File: config.mk
export PLATFORM = sky130hd
export DESIGN_NAME = irq_level_ctrl
export DESIGN_NICKNAME = d
export VERILOG_FILES = /design/src/rtl/irq_lvl_pkg.sv /design/src/rtl/irq_lvl_pend.sv /design/src/rtl/irq_lvl_regs.sv /design/src/rtl/irq_lvl_arb.sv /design/src/rtl/irq_level_ctrl.sv
export SDC_FILE = /design/constraint.sdc
export NUM_CORES = 1
export LEC_CHECK = 0
export BUFFER_PORTS_ARGS = -buffer_cell sky130_fd_sc_hd__buf_2
export CAP_MARGIN = 5
export CORE_MARGIN = 1.5
export CORE_UTILIZATION = 55
export DETAILED_ROUTE_END_ITERATION = 8
export PLACE_DENSITY = 0.9
export SLEW_MARGIN = 20
export SYNTH_ARGS = -nofsm -noshare
export SYNTH_HDL_FRONTEND = slang
export SYNTH_SLANG_ARGS = --single-unit
File: constraint.sdc
create_clock -name clk_i -period 4.2 [get_ports clk_i]
set_clock_uncertainty 0.1 [all_clocks]
set_input_delay 0.21 -clock clk_i [delete_from_list [all_inputs] [get_ports clk_i]]
set_output_delay 0.21 -clock clk_i [all_outputs]
set_load 0.05 [all_outputs]
File: src/rtl/irq_lvl_pkg.sv
package irq_lvl_pkg;

  localparam int NSRC  = 11;
  localparam int LVL_W = 3;
  localparam int THR_W = LVL_W + 1;

  typedef struct packed {
    logic             maskable;  // has a request bit and enable bit
    logic             byte_sel;
    logic [2:0]       bit_pos;
    logic [THR_W-1:0] thr;       // level must be below; 8 = no limit
    logic [4:0]       voff;
  } src_info_t;

  function automatic src_info_t src_info(input int idx);
    src_info_t s;
    s = '{maskable: 1'b0, byte_sel: 1'b0, bit_pos: 3'd0, thr: 4'd8, voff: 5'h00};
    case (idx)
      0:  s.voff = 5'h1C;
      1:  s.voff = 5'h1E;
      2:  s.voff = 5'h1E;
      3:  s = '{1'b1, 1'b0, 3'd7, 4'd8, 5'h00};
      4:  s = '{1'b1, 1'b0, 3'd6, 4'd8, 5'h02};
      5:  s = '{1'b1, 1'b0, 3'd4, 4'd7, 5'h06};
      6:  s = '{1'b1, 1'b0, 3'd3, 4'd6, 5'h08};
      7:  s = '{1'b1, 1'b0, 3'd0, 4'd5, 5'h0E};
      8:  s = '{1'b1, 1'b1, 3'd6, 4'd4, 5'h12};
      9:  s = '{1'b1, 1'b1, 3'd4, 4'd3, 5'h16};
      10: s = '{1'b1, 1'b1, 3'd2, 4'd2, 5'h1A};
      default: s.voff = 5'h00;
    endcase
    return s;
  endfunction

endpackage

File: src/rtl/irq_lvl_pend.sv
module irq_lvl_pend #(
  parameter int N = 11
) (
  input  logic         clk_i,
  input  logic         rst_ni,
  input  logic [N-1:0] irq_i,
  input  logic [N-1:0] svc_clr_i,
  output logic [N-1:0] rise_o,
  output logic [N-1:0] fall_o,
  output logic [N-1:0] pend_o
);
  logic [N-1:0] irq_q, pend_q;

  assign rise_o = irq_i & ~irq_q;
  assign fall_o = ~irq_i & irq_q;
  assign pend_o = pend_q;

  always_ff @(posedge clk_i or negedge rst_ni) begin
    if (!rst_ni) begin
      irq_q  <= '0;
      pend_q <= '0;
    end else begin
      irq_q  <= irq_i;
      pend_q <= rise_o | (pend_q & ~fall_o & ~svc_clr_i);
    end
  end
endmodule

File: src/rtl/irq_lvl_regs.sv
module irq_lvl_regs
  import irq_lvl_pkg::*;
#(
  parameter int          N       = NSRC,
  parameter int          AW      = 8,
  parameter logic [AW-1:0] EN_ADDR = 8'h10,
  parameter logic [AW-1:0] RQ_ADDR = 8'h12
) (
  input  logic          clk_i,
  input  logic          rst_ni,
  input  logic [AW-1:0] bus_addr_i,
  input  logic [7:0]    bus_wdata_i,
  input  logic          bus_we_i,
  output logic [7:0]    bus_rdata_o,
  input  logic [N-1:0]  rise_i,
  input  logic [N-1:0]  fall_i,
  input  logic [N-1:0]  svc_i,
  output logic [15:0]   en_o
);
  localparam int NBYTE = 2;

  logic [NBYTE-1:0][7:0] en_q, rq_q;
  logic [15:0] set_m, clr_m;

  // hardware set/clear masks for the request bytes; a falling line beats a re-set
  always_comb begin
    src_info_t s;
    set_m = '0;
    clr_m = '0;
    for (int i = 0; i < N; i++) begin
      s = src_info(i);
      if (s.maskable) begin
        set_m[{s.byte_sel, s.bit_pos}] = rise_i[i] | (svc_i[i] & ~fall_i[i]);
        clr_m[{s.byte_sel, s.bit_pos}] = fall_i[i];
      end
    end
  end

  for (genvar b = 0; b < NBYTE; b++) begin : g_byte
    logic       en_hit, rq_hit;
    logic [7:0] rq_wr;
    assign en_hit = bus_we_i && (bus_addr_i == EN_ADDR + AW'(b));
    assign rq_hit = bus_we_i && (bus_addr_i == RQ_ADDR + AW'(b));
    assign rq_wr  = rq_hit ? bus_wdata_i : rq_q[b];

    always_ff @(posedge clk_i or negedge rst_ni) begin
      if (!rst_ni) begin
        en_q[b] <= '0;
        rq_q[b] <= '0;
      end else begin
        if (en_hit) en_q[b] <= bus_wdata_i;
        rq_q[b] <= (rq_wr & ~clr_m[b*8 +: 8]) | set_m[b*8 +: 8];
      end
    end
  end

  assign en_o = en_q;

  always_comb begin
    bus_rdata_o = '0;
    for (int b = 0; b < NBYTE; b++) begin
      if (bus_addr_i == EN_ADDR + AW'(b)) bus_rdata_o = en_q[b];
      if (bus_addr_i == RQ_ADDR + AW'(b)) bus_rdata_o = rq_q[b];
    end
  end
endmodule

File: src/rtl/irq_lvl_arb.sv
module irq_lvl_arb
  import irq_lvl_pkg::*;
#(
  parameter int          N        = NSRC,
  parameter logic [15:0] VEC_BASE = 16'h1000
) (
  input  logic             clk_i,
  input  logic             rst_ni,
  input  logic [N-1:0]     pend_i,
  input  logic [15:0]      en_i,
  input  logic             gie_i,
  input  logic [LVL_W-1:0] level_i,
  input  logic             done_i,
  output logic [N-1:0]     svc_o,
  output logic             req_o,
  output logic [15:0]      vec_o
);
  localparam int IDX_W = $clog2(N);

  logic             sel_v, take, busy_q;
  logic [IDX_W-1:0] sel_idx;
  logic [15:0]      vec_q;
  src_info_t        sel_info;

  // lowest pending index wins
  always_comb begin
    sel_v   = 1'b0;
    sel_idx = '0;
    for (int i = N - 1; i >= 0; i--) begin
      if (pend_i[i]) begin
        sel_v   = 1'b1;
        sel_idx = IDX_W'(i);
      end
    end
  end

  assign sel_info = src_info(int'(sel_idx));

  always_comb begin
    take = 1'b1;
    if (sel_info.maskable)
      take = en_i[{sel_info.byte_sel, sel_info.bit_pos}] && gie_i &&
             ({1'b0, level_i} < sel_info.thr);
  end

  always_comb begin
    svc_o = '0;
    if (sel_v && !busy_q) svc_o[sel_idx] = 1'b1;
  end

  always_ff @(posedge clk_i or negedge rst_ni) begin
    if (!rst_ni) begin
      busy_q <= 1'b0;
      vec_q  <= '0;
    end else if (busy_q) begin
      if (done_i) busy_q <= 1'b0;
    end else if (sel_v && take) begin
      busy_q <= 1'b1;
      vec_q  <= VEC_BASE | {11'd0, sel_info.voff};
    end
  end

  assign req_o = busy_q;
  assign vec_o = vec_q;
endmodule

File: src/rtl/irq_level_ctrl.sv
module irq_level_ctrl
  import irq_lvl_pkg::*;
#(
  parameter int            AW       = 8,
  parameter logic [AW-1:0] EN_ADDR  = 8'h10,
  parameter logic [AW-1:0] RQ_ADDR  = 8'h12,
  parameter logic [15:0]   VEC_BASE = 16'h1000
) (
  input  logic             clk_i,
  input  logic             rst_ni,
  input  logic [NSRC-1:0]  irq_i,
  input  logic [AW-1:0]    bus_addr_i,
  input  logic [7:0]       bus_wdata_i,
  input  logic             bus_we_i,
  output logic [7:0]       bus_rdata_o,
  input  logic             gie_i,
  input  logic [LVL_W-1:0] level_i,
  input  logic             entry_done_i,
  output logic             entry_req_o,
  output logic [15:0]      entry_vec_o,
  output logic             wake_o
);
  logic [NSRC-1:0] rise, fall, pend, svc_oh;
  logic [15:0]     en;

  irq_lvl_pend #(.N(NSRC)) u_pend (
    .clk_i, .rst_ni, .irq_i,
    .svc_clr_i(svc_oh), .rise_o(rise), .fall_o(fall), .pend_o(pend)
  );

  irq_lvl_regs #(.N(NSRC), .AW(AW), .EN_ADDR(EN_ADDR), .RQ_ADDR(RQ_ADDR)) u_regs (
    .clk_i, .rst_ni, .bus_addr_i, .bus_wdata_i, .bus_we_i, .bus_rdata_o,
    .rise_i(rise), .fall_i(fall), .svc_i(svc_oh), .en_o(en)
  );

  irq_lvl_arb #(.N(NSRC), .VEC_BASE(VEC_BASE)) u_arb (
    .clk_i, .rst_ni, .pend_i(pend), .en_i(en), .gie_i, .level_i,
    .done_i(entry_done_i), .svc_o(svc_oh), .req_o(entry_req_o), .vec_o(entry_vec_o)
  );

  assign wake_o = |pend;
endmodule

==> reports/qor.log, run 1 <==
[clock_tree] number of buffers created by CTS 9
[floorplanning] Die Wd 79.4 um
[clock_tree] source-to-sink clock delay at the later pin of the worst-skew pair 0.34 ns
[setup_path] Setup Crit Path Kind reg2reg
[timing] setup violation total in the final timing report 0
[synth] Post-Syn Area per Cell 11.2 sq um
[hold_path] worst min-delay path startpoint bus_wdata_i[3]
[layout] share of cells above drive strength 1 0.306
[layout] ANT cells 0
[layout] Util after Layout 0.693
[layout] Fill cells 427
[synth] number of instances in the synthesized netlist 287
[layout] Final Instance Area 3860 sq um
[route] Vias per Instance 6.00
[setup_path] worst path arrival time 4.01 ns
[setup_path] destination of the worst register-to-register timing path u_arb.vec_o[3]
[timing] transition time of the tightest slew-check pin 0.752 ns
[timing] Final Critical Period 3.86 ns
[setup_path] required time of the critical path 4.35 ns
[pwr] cell leakage power 0.00174 uW
[layout] number of nets at the end of the flow 391
[run] total of max-cap violations 0
[layout] count of placed standard cells in the final layout, fillers left out 431
[pwr] Psw 587 uW
[timing] Hold Slack 0.0479 ns
[route] total met3 wirelength after detailed routing 473 um
[pwr] internal power summed over all cells 1230 uW
[setup_path] number of cell instances on the worst register-to-register path 13
[route] DR WL met2 3680 um
[floorplanning] number of primary I/O pins 61
[synth] share of synthesized area occupied by flip-flops and latches 0.467
[place] Placer Congestion 0.963
[synth] flip-flop and latch count after synthesis 60
[synth] post-synthesis cell type count 58
[pwr] relative contribution of combinational cells to total power 0.259
[timing] fmax 259 MHz
[setup_path] startpoint of the worst-slack reg-to-reg timing path u_pend.pend_o[5]
[hold_path] endpoint of the worst hold-timing path u_regs.en_o[11]
[hold_path] Min-Delay Path Depth 2
[place] post-placement cell count 403
[place] half-perimeter wire length of the detailed placement result 5330 um
[synth] prevailing post-synth register cell sky130_fd_sc_hd__dfrtp_1
[route] drt total wl 7310 um
[outcome] outcome complete, no violations
[route] Metal-1 WL 3040 um
[synth] share of flip-flops with an asynchronous set or reset 1.00
[global_routing] number of antenna violations at the first check in global routing 0
[timing] worst slew margin relative to its limit 0.496
[clock_tree] clock buffer depth 2
[global_routing] overall fraction of global-route tracks in use 0.256
[setup_path] element type at the critical path end flop
[hold_path] worst min-delay path class in2reg
[route] Detail Route Antenna Nets 0
[clock_tree] Clk Tree Root Cell sky130_fd_sc_hd__clkbuf_8
[route] routed len/inst 17.0 um
[global_routing] remaining global-route overflow 0
[floorplanning] Cell Rows 27
[timing] final max-slew violation count 0
[route] drc violations 0
[global_routing] via count of the first global-routing pass 2478
[layout] most used cells in the layout excluding fill and tap cells 60 x sky130_fd_sc_hd__dfrtp_1, 49 x sky130_fd_sc_hd__buf_2, 23 x sky130_fd_sc_hd__mux2_2, 20 x sky130_fd_sc_hd__nand2_1, 16 x sky130_fd_sc_hd__nor2_1
[floorplanning] Std-Cell Core Area 5570 sq um
[global_routing] wire length of the first global-routing pass 12100 um
[route] topmost layer with routed signal wires met4
[floorplanning] Starting Density 0.576
[pwr] power density over cell area 471 nW/um^2
[setup_path] worst reg2reg setup slack 0.34 ns
[floorplanning] height of the die 79.4 um
[timing] Final Hold Violating Endpoints 0
[place] post-detailed-placement cell area 3490 sq um
[clock_tree] post-cts gate resize count 0
[synth] number of warnings issued by yosys 0
[clock_tree] TritonCTS clock tree built
[synth] Post-Syn Area 3210 sq um
[pwr] relative contribution of the clock network to total power 0.354
[setup_path] crit path max fanout 6
[route] initial detailed-routing violation count 325
[clock_tree] maximum level of the CTS H-tree 3
[synth] number of synthesized flops with an enable pin 0
[layout] most common cell after layout, fill and taps aside sky130_fd_sc_hd__dfrtp_1
[timing] final sum of negative setup slack 0 ns
[pwr] switching power share of the total 0.322
[route] number of vias after detailed routing 2586
[clock_tree] CTS sink cnt 60
[clock_tree] number of setup buffers added after CTS 0
[pwr] share of power burned in registers 0.387
[global_routing] maximum number of pins on one net before global-route repair 61
[pwr] maximum resistive drop on vdd 0.323 mV
[place] number of input and output port buffers inserted 49
[timing] share of the cycle needed by the critical path after routing 0.918
[layout] Area growth syn-to-layout 20.3%
[floorplanning] area enclosed by the die boundary 6310 sq um
[setup_path] nature of the critical path startpoint flop
[route] first drt pass iteration count 5
[clock_tree] clock-pin slew on the worst setup and hold paths 0.07 ns
[timing] RSZ-0062 raised after global routing false
## how the worst max path moves through the flow
stage	slack, ns	start	to
2_1_floorplan	0.83	u_pend.pend_o[2]	u_arb.vec_o[4]
3_3_place_gp	0.69	u_pend.pend_o[2]	u_arb.vec_o[1]
3_5_place_dp	0.44	u_pend.pend_o[5]	u_arb.vec_o[3]
4_1_cts	0.42	u_pend.pend_o[5]	u_arb.vec_o[3]
5_1_grt	0.08	u_pend.pend_o[5]	u_arb.vec_o[3]
6_report	0.34	u_pend.pend_o[5]	u_arb.vec_o[3]
## sequential cells by signal, indices dropped and copies added (netlist names)
| register | cells |
|---|---|
| u_pend.irq_q | 11 |
| u_regs.en_o | 16 |
| u_arb.vec_o | 5 |
| u_arb.req_o | 1 |
| u_regs.rq_q | 16 |
| u_pend.pend_o | 11 |
## power groups by stage
stage	logic [uW]	clock network [uW]	registers [uW]
2_1_floorplan	311	0	736
3_3_place_gp	442	0	707
3_5_place_dp	456	0	711
4_1_cts	466	654	702
5_1_grt	507	680	711
6_report	471	645	705
## metrics by stage
stage / total power [uW] / setup slack (ns)
2_1_floorplan: 1050 / 0.827
3_3_place_gp: 1150 / 0.689
3_5_place_dp: 1170 / 0.439
4_1_cts: 1820 / 0.422
5_1_grt: 1900 / 0.0829
6_report: 1820 / 0.343
## per-layer routing
layer / track usage / up-vias
met1: 0.319 / 1263
met3: 0.0594 / 21
met4: 0.102 / 0
li1: - / 1180
met2: 0.428 / 122
met5: 0 / -
## area by class of cell
type	count	area, sq um	share of cell area
timing repair buffer	63	380	0.0984
clock buffer	12	155	0.0401
multi-input combinational	211	1610	0.416
clock inverter	4	95.1	0.0246
tap	72	90.1	0.0233
inverter	9	33.8	0.00874
sequential	60	1500	0.388
## critical path, stage by stage (launching register included)
cell and delay (ns):
sky130_fd_sc_hd__dfrtp_1 0.41, sky130_fd_sc_hd__nor2b_1 0.14, sky130_fd_sc_hd__o21bai_1 0.43, sky130_fd_sc_hd__nand2_1 0.28, sky130_fd_sc_hd__nor2_1 0.19, sky130_fd_sc_hd__o21ai_0 0.22, sky130_fd_sc_hd__nor2_1 0.16, sky130_fd_sc_hd__a21oi_1 0.05
sky130_fd_sc_hd__ha_1 0.24, sky130_fd_sc_hd__or4_1 0.50, sky130_fd_sc_hd__o311ai_0 0.11, sky130_fd_sc_hd__o21ai_0 0.20, sky130_fd_sc_hd__nor3_2 0.44, sky130_fd_sc_hd__mux2i_1 0.30
## Yosys cell counts (all sizes together) (8+ instances only)
master | count | share of area
a21oi | 16 | 0.028
nand2 | 20 | 0.023
nor2 | 17 | 0.021
and2 | 8 | 0.016
nor2b | 8 | 0.016
mux2i | 10 | 0.031
dfrtp | 60 | 0.47
inv | 9 | 0.011
buf | 12 | 0.027
mux2 | 23 | 0.081
o21ai | 12 | 0.019
mux4 | 8 | 0.056
## what timing repair did
action                                 CTS  global route
endpoints found under the hold margin   71             0
hold buffers                            12             0
setup endpoints to repair                0             0
## cell families (layout without fill, tap and decap cells)
family          after synthesis  after routing  synth area share
other cells                   1             11           0.00117
fa+ha+maj                     6              6            0.0202
mux                          41             41             0.168
flops                        60             60             0.467
compound gates               63             63             0.144
xor+xnor                      1              1           0.00273
buf+inv                      26             88            0.0436
simple gates                 89             89             0.153
Power figures use the tool's default switching activity.
==> inputs of run 2 (changes only) <==
Settings changed: CORE_UTILIZATION 55 to 57, CTS_BUF_LIST set to sky130_fd_sc_hd__clkbuf_8, PLACE_DENSITY 0.9 to 0.93.
==> run 2 against run 1 <==
  * Die area is 3.4% lower
  * Global-route usage up 0.22 points
  * Final cell count down 0.23%
  * Flip-flop and latch count is the same
  * Utilization shrank 0.20 points
  * Power down 11%
  * Via count shrank 0.23%
  * Routed wire length shrank 0.37%
  * Clock power down 31%
  * Largest cell class unchanged
==> reports/qor.log, run 2 (same netlist as run 1, synthesis figures left out) <==
[clock_tree] Clk Tree Root Cell sky130_fd_sc_hd__clkbuf_8
[timing] Final Critical Period 3.75 ns [-0.102 ns]
[layout] most common cell after layout, fill and taps aside sky130_fd_sc_hd__dfrtp_1
[layout] share of cells above drive strength 1 0.302 [-0.00473]
[setup_path] element type at the critical path end flop
[clock_tree] clock-pin slew on the worst setup and hold paths 0.07 ns [about the same]
[setup_path] nature of the critical path startpoint flop
[timing] final sum of negative setup slack 0 ns [unchanged]
[timing] share of the cycle needed by the critical path after routing 0.894 [-0.0243]
[setup_path] crit path max fanout 8 [+2]
[place] post-placement cell count 403 [unchanged]
[clock_tree] source-to-sink clock delay at the later pin of the worst-skew pair 0.34 ns [about the same]
[layout] ANT cells 0 [unchanged]
[floorplanning] Cell Rows 27 [unchanged]
[floorplanning] area enclosed by the die boundary 6100 sq um [-3.4%]
[route] Vias per Instance 6.00 [unchanged]
[timing] Final Hold Violating Endpoints 0 [unchanged]
[layout] Util after Layout 0.691 [-0.00202]
[clock_tree] clock buffer depth 2 [unchanged]
[hold_path] worst min-delay path class in2reg
[timing] setup violation total in the final timing report 0 [unchanged]
[global_routing] number of antenna violations at the first check in global routing 0 [unchanged]
[layout] most used cells in the layout excluding fill and tap cells 60 x sky130_fd_sc_hd__dfrtp_1, 49 x sky130_fd_sc_hd__buf_2, 23 x sky130_fd_sc_hd__mux2_2, 20 x sky130_fd_sc_hd__nand2_1, 16 x sky130_fd_sc_hd__nor2_1
[layout] count of placed standard cells in the final layout, fillers left out 430 [-0.23%]
[layout] number of nets at the end of the flow 391 [unchanged]
[layout] Area growth syn-to-layout 17.8%
[route] first drt pass iteration count 5 [unchanged]
[setup_path] Setup Crit Path Kind reg2reg
[timing] Hold Slack 0.0451 ns [-0.00284 ns]
[pwr] cell leakage power 0.00171 uW [-1.7%]
[layout] Fill cells 397 [-7.0%]
[global_routing] overall fraction of global-route tracks in use 0.258 [+0.00217]
[place] post-detailed-placement cell area 3490 sq um [unchanged]
[place] Placer Congestion 0.974 [+1.1%]
[global_routing] maximum number of pins on one net before global-route repair 61 [unchanged]
[run] total of max-cap violations 0 [unchanged]
[outcome] outcome complete, no violations
[route] number of vias after detailed routing 2580 [-0.23%]
[floorplanning] Starting Density 0.587 [+0.0107]
[floorplanning] Die Wd 78.1 um [-1.7%]
[floorplanning] number of primary I/O pins 61 [unchanged]
[global_routing] remaining global-route overflow 0 [unchanged]
[timing] transition time of the tightest slew-check pin 0.750 ns [-0.00245 ns]
[clock_tree] maximum level of the CTS H-tree 3 [unchanged]
[timing] final max-slew violation count 0 [unchanged]
[timing] worst slew margin relative to its limit 0.497 [+0.00164]
[route] drc violations 0 [unchanged]
[floorplanning] Std-Cell Core Area 5470 sq um [-1.8%]
[setup_path] required time of the critical path 4.35 ns [about the same]
[clock_tree] number of buffers created by CTS 9 [unchanged]
[route] initial detailed-routing violation count 229 [-30%]
[clock_tree] CTS sink cnt 60 [unchanged]
[timing] RSZ-0062 raised after global routing false
[global_routing] wire length of the first global-routing pass 11800 um [-2.1%]
[global_routing] via count of the first global-routing pass 2440 [-1.5%]
[clock_tree] TritonCTS clock tree built
[pwr] maximum resistive drop on vdd 0.273 mV [-15%]
[route] Detail Route Antenna Nets 0 [unchanged]
[setup_path] worst path arrival time 3.90 ns [-0.11 ns]
[route] drt total wl 7280 um [-0.37%]
[pwr] power density over cell area 430 nW/um^2 [-8.8%]
[place] half-perimeter wire length of the detailed placement result 5200 um [-2.4%]
[floorplanning] height of the die 78.1 um [-1.7%]
[route] routed len/inst 16.9 um [-0.14%]
[timing] fmax 266 MHz [+2.7%]
[layout] Final Instance Area 3780 sq um [-2.1%]
[place] number of input and output port buffers inserted 49 [unchanged]
## run 2: cell count changes in the layout (fill, tap and decap cells not counted), sizes merged
cell    change
bufinv      -3
clkbuf      -1
inv         +2
clkinv      +1
## run 2: cell type report
cell class	count	area, sq um	area share
multi-input combinational	211	1610	0.425
sequential	60	1500	0.397
timing repair buffer	63	380	0.101
clock buffer	11	151	0.0400
tap	72	90.1	0.0238
inverter	9	33.8	0.00893
clock inverter	4	17.5	0.00463
## run 2: path summary, 6_finish.rpt
check	start	endpoint	slack [ns]	depth (start not counted)
worst min-delay path	bus_wdata_i[1]	u_regs.rq_q[1]	0.05	2
min in group asynchronous	rst_ni	u_pend.irq_q[1]	0.45	3
worst max register to register	u_pend.pend_o[2]	u_arb.vec_o[2]	0.45	11
max in group asynchronous	rst_ni	u_pend.irq_q[6]	3.07	3
worst max-delay path	u_pend.pend_o[2]	u_arb.vec_o[2]	0.45	11
worst min register to register	u_pend.irq_q[0]	u_pend.pend_o[0]	0.35	1
## run 2: repair_timing
item                      4_1_cts  5_1_grt
hold buffers                   12        0
resized for setup               0        0
buffers inserted                0        0
hold endpoints to repair       71        0
## run 2: metrics by stage
stage / power (uW) / worst slack (ns)
2_1_floorplan: 1050 / 0.827
3_3_place_gp: 1150 / 0.667
4_1_cts: 1620 / 0.462
5_1_grt: 1700 / 0.163
6_report: 1630 / 0.445
3_5_place_dp: 1170 / 0.456
## run 2: power by group
group          internal (uW)  switching [uW]
Combinational            171             304
Clock                    236             208
Sequential               638            69.3
Total                   1040             581
## run 2: layer usage
metal / up-vias / GRT usage / part of all wire
li1: 1175 / - / -
met1: 1231 / 0.333 / 0.41
met2: 145 / 0.426 / 0.48
met3: 29 / 0.0523 / 0.078
met4: 0 / 0.107 / 0.031
met5: - / 0 / 0
## run 2: worst max-delay path, cell delays in order, from the launching register on
cell and delay, ns:
sky130_fd_sc_hd__dfrtp_1 0.42, sky130_fd_sc_hd__or4_4 0.57, sky130_fd_sc_hd__o221ai_4 0.32, sky130_fd_sc_hd__o21ai_0 0.32, sky130_fd_sc_hd__nor2_1 0.16, sky130_fd_sc_hd__a21oi_1 0.06, sky130_fd_sc_hd__ha_1 0.24, sky130_fd_sc_hd__or4_1 0.49
sky130_fd_sc_hd__o311ai_0 0.09, sky130_fd_sc_hd__o21ai_0 0.20, sky130_fd_sc_hd__nor3_2 0.42, sky130_fd_sc_hd__mux2i_1 0.27
